## config.mk

```make
export PLATFORM = sky130hd
export DESIGN_NAME = fitness_eval
export DESIGN_NICKNAME = d
export VERILOG_FILES = /design/src/rtl/fe_pkg.sv /design/src/rtl/fe_golden.sv /design/src/rtl/fe_bit_scorer.sv /design/src/rtl/fe_sequencer.sv /design/src/rtl/fitness_eval.sv
export SDC_FILE = /design/constraint.sdc
export NUM_CORES = 1
export LEC_CHECK = 0
export BUFFER_PORTS_ARGS = -buffer_cell sky130_fd_sc_hd__buf_2
export CORE_AREA = 3 3 73 75
export DETAILED_ROUTE_END_ITERATION = 10
export DIE_AREA = 0 0 76 78
export GPL_TIMING_DRIVEN = 0
export PLACE_DENSITY = 0.76
export SYNTH_ARGS = -nofsm -noshare
export SYNTH_HDL_FRONTEND = slang
export SYNTH_SLANG_ARGS = --single-unit
```

## constraint.sdc

```tcl
create_clock -name clk -period 5.1 [get_ports clk]
set_input_delay 0.255 -clock clk [delete_from_list [all_inputs] [get_ports clk]]
set_output_delay 0.255 -clock clk [all_outputs]
set_load 0.01 [all_outputs]
```

## src/rtl/fe_pkg.sv

```systemverilog
package fe_pkg;
  typedef enum logic [2:0] {
    ST_IDLE   = 3'd0,
    ST_WRITE  = 3'd1,
    ST_SETTLE = 3'd2,
    ST_READ   = 3'd3,
    ST_CAPT   = 3'd4,
    ST_DONE   = 3'd5
  } fe_state_e;

  localparam int MODE_ADD = 0;
  localparam int MODE_SUB = 1;
endpackage

```

## src/rtl/fe_golden.sv

```systemverilog
module fe_golden #(
  parameter int XW = 4,
  parameter int YW = 4,
  parameter int RW = XW + 1
) (
  input  logic [XW+YW-1:0] pattern,
  input  logic             mode_sub,
  output logic [RW-1:0]    golden
);
  logic [RW-1:0] opx;
  logic [RW-1:0] opy;

  always_comb begin
    opx = RW'(pattern[XW+YW-1:YW]);
    opy = RW'(pattern[YW-1:0]);
    if (mode_sub) golden = opx - opy;
    else          golden = opx + opy;
  end
endmodule

```

## src/rtl/fe_bit_scorer.sv

```systemverilog
module fe_bit_scorer #(
  parameter int RW = 5,
  parameter int CW = $clog2(RW + 1)
) (
  input  logic [RW-1:0] observed,
  input  logic [RW-1:0] golden,
  output logic [CW-1:0] hits
);
  logic [RW-1:0] match;

  genvar b;
  generate
    for (b = 0; b < RW; b++) begin : g_bit
      assign match[b] = ~(observed[b] ^ golden[b]);
    end
  endgenerate

  always_comb begin
    hits = '0;
    for (int i = 0; i < RW; i++) hits = hits + CW'(match[i]);
  end
endmodule

```

## src/rtl/fe_sequencer.sv

```systemverilog
module fe_sequencer
  import fe_pkg::*;
#(
  parameter int PW       = 8,
  parameter int SETTLE_W = 4
) (
  input  logic                clk,
  input  logic                rst,
  input  logic                start,
  input  logic [SETTLE_W-1:0] settle,
  output logic                bus_we,
  output logic                bus_re,
  output logic [PW-1:0]       bus_wdata,
  output logic                busy,
  output logic                done,
  output logic                accept,
  output logic                capture
);
  localparam logic [PW-1:0] PAT_LAST = {PW{1'b1}};

  fe_state_e           state_q, state_d;
  logic [PW-1:0]       pat_q;
  logic [SETTLE_W-1:0] wait_q;
  logic [SETTLE_W-1:0] settle_q;

  assign accept  = start && ((state_q == ST_IDLE) || (state_q == ST_DONE));
  assign capture = (state_q == ST_CAPT);

  always_comb begin
    state_d = state_q;
    case (state_q)
      ST_IDLE, ST_DONE: if (start) state_d = ST_WRITE;
      ST_WRITE:  state_d = (settle_q == '0) ? ST_READ : ST_SETTLE;
      ST_SETTLE: if (wait_q <= SETTLE_W'(1)) state_d = ST_READ;
      ST_READ:   state_d = ST_CAPT;
      ST_CAPT:   state_d = (pat_q == PAT_LAST) ? ST_DONE : ST_WRITE;
      default:   state_d = ST_IDLE;
    endcase
  end

  always_ff @(posedge clk) begin
    if (rst) begin
      state_q   <= ST_IDLE;
      pat_q     <= '0;
      wait_q    <= '0;
      settle_q  <= '0;
      bus_we    <= 1'b0;
      bus_re    <= 1'b0;
      busy      <= 1'b0;
      done      <= 1'b0;
    end else begin
      state_q <= state_d;
      if (accept) begin
        pat_q    <= '0;
        settle_q <= settle;
      end else if (state_q == ST_CAPT && state_d == ST_WRITE) begin
        pat_q <= pat_q + PW'(1);
      end
      if (state_q == ST_WRITE)       wait_q <= settle_q;
      else if (state_q == ST_SETTLE) wait_q <= wait_q - SETTLE_W'(1);
      bus_we <= (state_d == ST_WRITE);
      bus_re <= (state_d == ST_READ);
      busy   <= (state_d != ST_IDLE) && (state_d != ST_DONE);
      done   <= (state_d == ST_DONE);
    end
  end

  assign bus_wdata = pat_q;

  // write and read strobes never coincide
  p_we_re_excl_r3: assert property (@(posedge clk) disable iff (rst)
    !(bus_we && bus_re));

  // busy and done are never both set
  p_busy_done_excl_r8: assert property (@(posedge clk) disable iff (rst)
    !(busy && done));

  // start during a pattern does not disturb the applied operands
  p_ignore_start_r9: assert property (@(posedge clk) disable iff (rst)
    (busy && start && !capture) |=> (bus_wdata == $past(bus_wdata)));

  // a read strobe is never issued outside an evaluation
  p_read_in_run_r3: assert property (@(posedge clk) disable iff (rst)
    bus_re |-> busy);
endmodule

```

## src/rtl/fitness_eval.sv

```systemverilog
module fitness_eval
  import fe_pkg::*;
#(
  parameter int XW       = 4,
  parameter int YW       = 4,
  parameter int SETTLE_W = 4,
  parameter int PW       = XW + YW,
  parameter int RW       = XW + 1,
  parameter int SCORE_W  = $clog2(RW * (1 << PW) + 1)
) (
  input  logic                clk,
  input  logic                rst,
  input  logic                start,
  input  logic                mode,
  input  logic [SETTLE_W-1:0] settle,
  output logic                bus_we,
  output logic                bus_re,
  output logic [PW-1:0]       bus_wdata,
  input  logic [RW-1:0]       bus_rdata,
  output logic                busy,
  output logic                done,
  output logic [SCORE_W-1:0]  score
);
  localparam int NPAT      = 1 << PW;
  localparam int MAX_SCORE = RW * NPAT;
  localparam int HW        = $clog2(RW + 1);

  logic          accept;
  logic          capture;
  logic          mode_q;
  logic [RW-1:0] golden;
  logic [HW-1:0] hits;
  logic [SCORE_W-1:0] score_q;

  fe_sequencer #(.PW(PW), .SETTLE_W(SETTLE_W)) u_seq (
    .clk       (clk),
    .rst       (rst),
    .start     (start),
    .settle    (settle),
    .bus_we    (bus_we),
    .bus_re    (bus_re),
    .bus_wdata (bus_wdata),
    .busy      (busy),
    .done      (done),
    .accept    (accept),
    .capture   (capture)
  );

  fe_golden #(.XW(XW), .YW(YW), .RW(RW)) u_gold (
    .pattern  (bus_wdata),
    .mode_sub (mode_q),
    .golden   (golden)
  );

  fe_bit_scorer #(.RW(RW), .CW(HW)) u_score (
    .observed (bus_rdata),
    .golden   (golden),
    .hits     (hits)
  );

  always_ff @(posedge clk) begin
    if (rst) begin
      mode_q  <= 1'b0;
      score_q <= '0;
    end else if (accept) begin
      mode_q  <= mode;
      score_q <= '0;
    end else if (capture) begin
      score_q <= score_q + SCORE_W'(hits);
    end
  end

  assign score = score_q;

  // score never exceeds the ceiling
  p_score_max_r7: assert property (@(posedge clk) disable iff (rst)
    score <= SCORE_W'(MAX_SCORE));

  // result held while done and no new start
  p_done_hold_r8: assert property (@(posedge clk) disable iff (rst)
    (done && !start) |=> (done && $stable(score)));

  // accepted start clears the score and raises busy
  p_clear_on_start_r2: assert property (@(posedge clk) disable iff (rst)
    (start && !busy) |=> (busy && score == '0 && !done));

  // score only moves while an evaluation is running
  p_score_quiet_r7: assert property (@(posedge clk) disable iff (rst)
    (!busy && !start) |=> $stable(score));
endmodule

```

==> impl_metrics.py, run 1 <==
metrics = {
    "timing": {
        "fin_setup_tns_ns": 0,
        "finalMaxSlewViolations": 0,
        "fmax_mhz": 211.2,
        "timing.final.ws_setup_ns": 0.3645,
        "rsz0062_at_grt": "no",
        "tightestPinTransition_ns": 0.5586,
        "relSlewSlack_pct": 62.60,
        "setup_viol": 0,
        "hold_viol_final": 0,
        "fin_skew_ns": 0.01061,
        "post-route-period-util_pct": 92.85,
        "period_needed_ns": 4.735,
    },
    "placed_design": {
        "dp_slack_ns": 0.2837,
        "portBuffers": 35,
        "hpwl_mm": 3.203,
        "place.gp.congestion": 0.8359,
    },
    "critical_path": {
        "crit_type": "reg -> reg",
        "worstPathArrival_ns": 4.96,
        "cp.required_ns": 5.33,
        "crit_chain": "inv_1 > ha_1 > mux2i_1 > inv_1 > fa_1 > xor2_1 > ha_1 > inv_1 > fa_1 > inv_1 > ha_1 > inv_1 > fa_1 > fa_1 > nor2b_2 > o211ai_1 > or4_1 > a21oi_1",
        "cpMostUsedCell": "inv_1",
        "start_kind": "flop",
        "slowest_stage": "fa_1",
        "max_stage_delay_ns": 0.53,
        "cp-end-kind": "flop",
        "crit_family": "adder cells",
        "cp_max_fo": 6,
        "worst-path-buf-inv": 5,
    },
    "yosys": {
        "synth_edf_count": 0,
        "synthesis.area_mm2": 0.002125,
        "ys_seq_area_share_pct": 32.98,
        "syn_nets": 266,
        "synth_cell_types": 43,
        "yosys_warnings": 0,
        "synthCells": 236,
        "synthFlopType": "dfxtp_1",
        "synth.avg_cell_area_um2": 9.002,
        "ys_seq_elements": 35,
        "synth-async-reset-ratio_pct": 0,
    },
    "grt": {
        "grt_pass1_vias": 1667,
        "grt_pass1_wl_mm": 7.265,
        "track_usage_pct": 14.96,
        "antenna_found_initial": 0,
        "grt_max_degree": 11,
        "overflow": 0,
    },
    "routing": {
        "ant_nets": 0,
        "wire_per_inst_um": 11.86,
        "dr.pass1.iters": 4,
        "dr.first_iter.drc_count": 140,
        "via_per_inst": 5.121,
        "drc_errors": 0,
        "totalWireLength_mm": 4.104,
        "num_vias": 1772,
    },
    "floorplanning": {
        "dieArea_mm2": 0.005928,
        "die_w_um": 76,
        "io_pins": 36,
        "initial_core_util_pct": 44.98,
        "core_area_mm2": 0.004723,
        "die_y_um": 78,
        "num_rows": 25,
    },
    "cts": {
        "clk_path_buf_depth": 2,
        "cts_tree": "built",
        "cts_buffers": 5,
        "clkSlewWorstSetupHoldPaths_ns": 0.07,
        "clock_latency_ns": 0.29,
        "cts_sinks": 35,
        "clock-root-buffer": "clkbuf_8",
        "cts-htree-levels": 2,
    },
    "hold_path": {
        "hp-class": "in -> reg",
    },
    "finish": {
        "antennaDiodeCount": 0,
        "fin_nets": 308,
        "synthToLayoutAreaGrowth_pct": 17.02,
        "post_route_cells_drive_above_1_share_pct": 21.51,
        "final_cell_mix": "buf_2, dfxtp_1, nor2_1",
    },
    "run_status": {
        "status": "finished clean",
    },
    "job": {
        "cap_violations": 0,
    },
    "power_and_ir_drop": {
        "p_leak_nw": 1.010,
        "p_per_area_mw_per_mm2": 302.1,
        "peakVddDrop_v": 0.0001938,
    },
}
worst register-to-register path, delay by kind of cell, from the launching register on:
kind | cells | cell delay [ns]
fa+ha+maj | 7 | 2.66
simple gates | 2 | 0.61
flops | 1 | 0.43
buf+inv | 5 | 0.34
compound gates | 2 | 0.27
mux | 1 | 0.19
xor+xnor | 1 | 0.18
where the power goes:
part	leakage (nW)	total (mW)	switching (mW)	internal [mW]
sequential	0.284	0.319	0.0209	0.299
combinational	0.674	0.209	0.114	0.0953
clock	0.0515	0.223	0.0994	0.123
total	1.01	0.751	0.234	0.517
cells in the mapped netlist (all sizes together), types with 2 or more instances:
cell	instances	area, um^2
dfxtp	35	700.7
ha	13	162.7
nand2	12	45.04
o2111ai	3	26.28
and2	2	12.51
or2	2	12.52
nand4	3	18.77
xor2	9	78.83
a21oi	14	70.07
o21ai	9	45.04
mux2i	7	70.07
nor2	31	116.4
nand2b	2	12.51
a21o	3	22.52
inv	20	75.07
buf	8	78.82
nor4	4	25.02
a211oi	5	37.54
fa	4	80.08
nand3	3	15.01
o211ai	5	51.30
xnor2	13	113.9
o31ai	3	27.52
or3	4	25.02
o31a	2	17.52
nor3	5	25.02
nor3b	5	70.07
worst paths after layout:
path / start / to / slack [ns] / cells past startpoint
setup / recovery: u_seq.bus_wdata[0] / score[10] / 0.36 / 18
hold / removal: rst / u_seq.busy / 0.20 / 2
hold reg to reg: score[10] / score[10] / 0.48 / 2
setup reg to reg: u_seq.bus_wdata[0] / score[10] / 0.36 / 18
registers in the layout (all words and copies together) (netlist names):
register,cells
u_seq.state_q,3
score,11
u_seq.bus_wdata,8
u_seq.settle_q,4
u_seq.done,1
u_seq.busy,1
u_seq.wait_q,4
mode_q,1
u_seq.bus_re,1
u_seq.bus_we,1
kinds of logic after synthesis:
kind of cell               after synthesis  synth area share [%]
adders and majority gates               17                 11.43
DFF                                     35                 32.98
and+or+nand+nor                         81                 21.44
muxes                                    7                 3.298
AOI/OAI and AO/OA                       45                 14.37
xor gates and xnor gates                22                 9.070
buffers and inverters                   29                 7.420
per-layer routing:
layer	track usage [%]	vias up	share of wire, %
li1	-	900	-
met1	18.37	821	45
met2	25.27	46	49
met3	4.292	5	4.6
met4	4.891	0	1.0
met5	0	-	0
through the flow:
stage | hold WS, ns | utilization, % | cells | instance area (um^2) | power [mW]
5_1_grt | 0.2020 | 52.64 | 346 | 2486 | 0.8030
2_1_floorplan | 0.3343 | - | 236 | 2125 | 0.4880
3_5_place_dp | 0.4720 | 50.46 | 338 | 2384 | 0.5372
3_3_place_gp | 0.4638 | 50.46 | 338 | 2384 | 0.5320
6_report | 0.2015 | 52.64 | 346 | 2486 | 0.7512
4_1_cts | 0.1960 | 52.58 | 346 | 2484 | 0.7594
area by class of cell:
type | instances | area (um^2)
tap | 67 | 83.83
buffer | 9 | 82.58
timing repair buffer | 35 | 175.2
clock buffer | 8 | 100.1
inverter | 20 | 75.07
multi-input combinational | 172 | 1269
sequential | 35 | 700.7
fill | 439 | 2237
repair_timing:
action,CTS,global route
endpoints found under the setup margin,0,1
resized for setup,0,1
hold buffers,0,0
buffers inserted,0,0
Power figures use the tool's default switching activity.
==> run 2, diff against run 1 <==
- clock period: 5.1 -> 4.7 ns (I/O delays scaled with it)
==> run 2 against run 1 <==
Register-to-register slack lost 0.16 ns; first-iteration DRC count shrank 43%; setup slack got worse by 0.16 ns; die area is the same; routed wire length increased by 1.2%; combinational power is 9.6% higher; critical path depth did not move; clock power is 9% higher.
==> impl_metrics.py, run 2 (synthesized netlist as in run 1, its figures left out) <==
metrics = {
    "run_status": {
        "status": "finished clean",
    },
    "finish": {
        "largest_register_ffs": 11,
        "fillers": 429,
        "final_common_cell": "buf_2",
        "stdcell_count": 350,
        "final_cell_mix": "buf_2, dfxtp_1, nor2_1",
        "antennaDiodeCount": 0,
        "fin_nets": 312,
        "finalCoreUtilization_pct": 53.54,
        "top_register": "score",
        "post_route_cells_drive_above_1_share_pct": 23.67,
        "synthToLayoutAreaGrowth_pct": 19.02,
    },
    "critical_path": {
        "regToRegSetupSlack_ns": 0.21,
        "crit_family": "adder cells",
        "r2r_cells": 18,
        "cp.required_ns": 4.93,
        "timing.rr.end": "score[10]",
        "max_stage_delay_ns": 0.53,
        "rr_startpoint": "u_seq.bus_wdata[0]",
        "start_kind": "flop",
        "cp-end-kind": "flop",
        "worstPathArrival_ns": 4.72,
        "cpMostUsedCell": "inv_1",
        "crit_chain": "inv_1 > ha_1 > mux2i_1 > inv_1 > fa_1 > xor2_1 > ha_1 > inv_1 > fa_1 > inv_1 > ha_1 > inv_1 > fa_1 > fa_2 > nor2b_4 > o211ai_1 > or4_1 > a21oi_1",
        "slowest_stage": "fa_1",
        "cp_max_fo": 6,
        "worst-path-buf-inv": 5,
        "crit_type": "reg -> reg",
    },
    "routing": {
        "totalWireLength_mm": 4.155,
        "wire_per_inst_um": 11.87,
        "dr.first_iter.drc_count": 80,
        "drc_errors": 0,
        "dr.pass1.iters": 4,
        "via_per_inst": 5.066,
        "num_vias": 1773,
        "ant_nets": 0,
    },
    "cts": {
        "clk_path_buf_depth": 2,
        "cts_tree": "built",
        "postCtsHoldBufs": 0,
        "cts-htree-levels": 2,
        "clock-root-buffer": "clkbuf_8",
        "clock_latency_ns": 0.29,
        "cts_sinks": 35,
        "clkSlewWorstSetupHoldPaths_ns": 0.07,
        "cts_buffers": 5,
    },
    "placed_design": {
        "portBuffers": 35,
        "place.gp.congestion": 0.8359,
        "hpwl_mm": 3.203,
        "place_inst": 338,
    },
    "grt": {
        "antenna_found_initial": 0,
        "grt_max_degree": 11,
        "grt_pass1_wl_mm": 7.251,
        "grt_pass1_vias": 1667,
        "track_usage_pct": 14.93,
        "overflow": 0,
    },
    "power_and_ir_drop": {
        "p_leak_nw": 1.032,
        "peakVddDrop_v": 0.0002105,
        "p_per_area_mw_per_mm2": 323.0,
    },
    "timing": {
        "fmax_mhz": 222.6,
        "tightestPinTransition_ns": 0.5585,
        "fin_skew_ns": 0.01149,
        "rsz0062_at_grt": "no",
        "post-route-period-util_pct": 95.57,
        "finalMaxSlewViolations": 0,
        "setup_viol": 0,
        "period_needed_ns": 4.492,
        "hold-worst-slack_ns": 0.1810,
        "relSlewSlack_pct": 62.60,
        "hold_viol_final": 0,
    },
    "floorplanning": {
        "num_rows": 25,
        "dieArea_mm2": 0.005928,
        "die_y_um": 78,
        "io_pins": 36,
        "core_area_mm2": 0.004723,
        "die_w_um": 76,
        "initial_core_util_pct": 44.98,
    },
    "hold_path": {
        "hp-class": "in -> reg",
        "hp-start": "rst",
        "hold_path_end": "u_seq.busy",
        "holdPathStages": 2,
    },
    "job": {
        "cap_violations": 0,
    },
}
[run 2: changes by cell type in the layout (fill, tap and decap cells not counted)]
cell	change
fa_2	+1
buf_4	+4
dfxtp_2	+1
dfxtp_4	+1
nor2b_4	+1
fa_1	-1
dfxtp_1	-2
nor2b_2	-1
[run 2: where the power goes]
| group | internal (mW) | switching, mW | leakage, nW |
|---|---|---|---|
| clock network | 0.134 | 0.108 | 0.0515 |
| logic | 0.105 | 0.124 | 0.695 |
| registers | 0.323 | 0.0225 | 0.286 |
| total | 0.562 | 0.255 | 1.03 |
[run 2: worst max path at each step]
stage	from	end	slack [ns]	depth (start not counted)
3_5_place_dp	u_seq.bus_wdata[0]	score[10]	-0.12	18
2_1_floorplan	u_seq.bus_wdata[0]	score[10]	0.13	18
6_report	u_seq.bus_wdata[0]	score[10]	0.21	18
4_1_cts	u_seq.bus_wdata[0]	score[10]	0.003	18
5_1_grt	u_seq.bus_wdata[0]	score[10]	0.004	18
3_3_place_gp	u_seq.bus_wdata[0]	score[10]	-0.06	18
[run 2: area by class of cell]
cell class	instances	area, um^2	area share [%]
Timing Repair Buffer	39	205.2	8.115
Clock buffer	8	100.1	3.958
Buffer	9	82.58	3.266
Multi-Input combinational cell	172	1276	50.47
Inverter	20	75.07	2.969
Tap cell	67	83.83	3.315
Sequential cell	35	705.7	27.91
[run 2: layer usage]
metal  part of all wire, %  vias to the layer above  wire length (um)  GRT usage, %
met4                   1.0                        0                43         4.891
li1                      -                      909                 -             -
met2                    49                       44              2044         25.27
met1                    45                      815              1876         18.30
met3                   4.6                        5               190         4.292
met5                     0                        -                 0             0
[run 2: repair_timing]
| item | CTS | global route |
|---|---|---|
| pin swaps | 0 | 1 |
| resized for setup | 3 | 3 |
| setup buffers | 0 | 4 |
| endpoints found under the hold margin | 0 | 0 |
| setup endpoints to repair | 1 | 1 |
[run 2: metrics by stage]
step	setup slack (ns)	setup TNS [ns]	area, um^2	total power [mW]
final	0.2082	0	2529	0.8168
after global routing	0.003698	0	2529	0.8733
after CTS	0.003354	0	2489	0.8245
after detailed placement	-0.1163	-0.1163	2384	0.5830
after global placement	-0.06439	-0.06439	2384	0.5773
after floorplan	0.1268	0	2125	0.5295
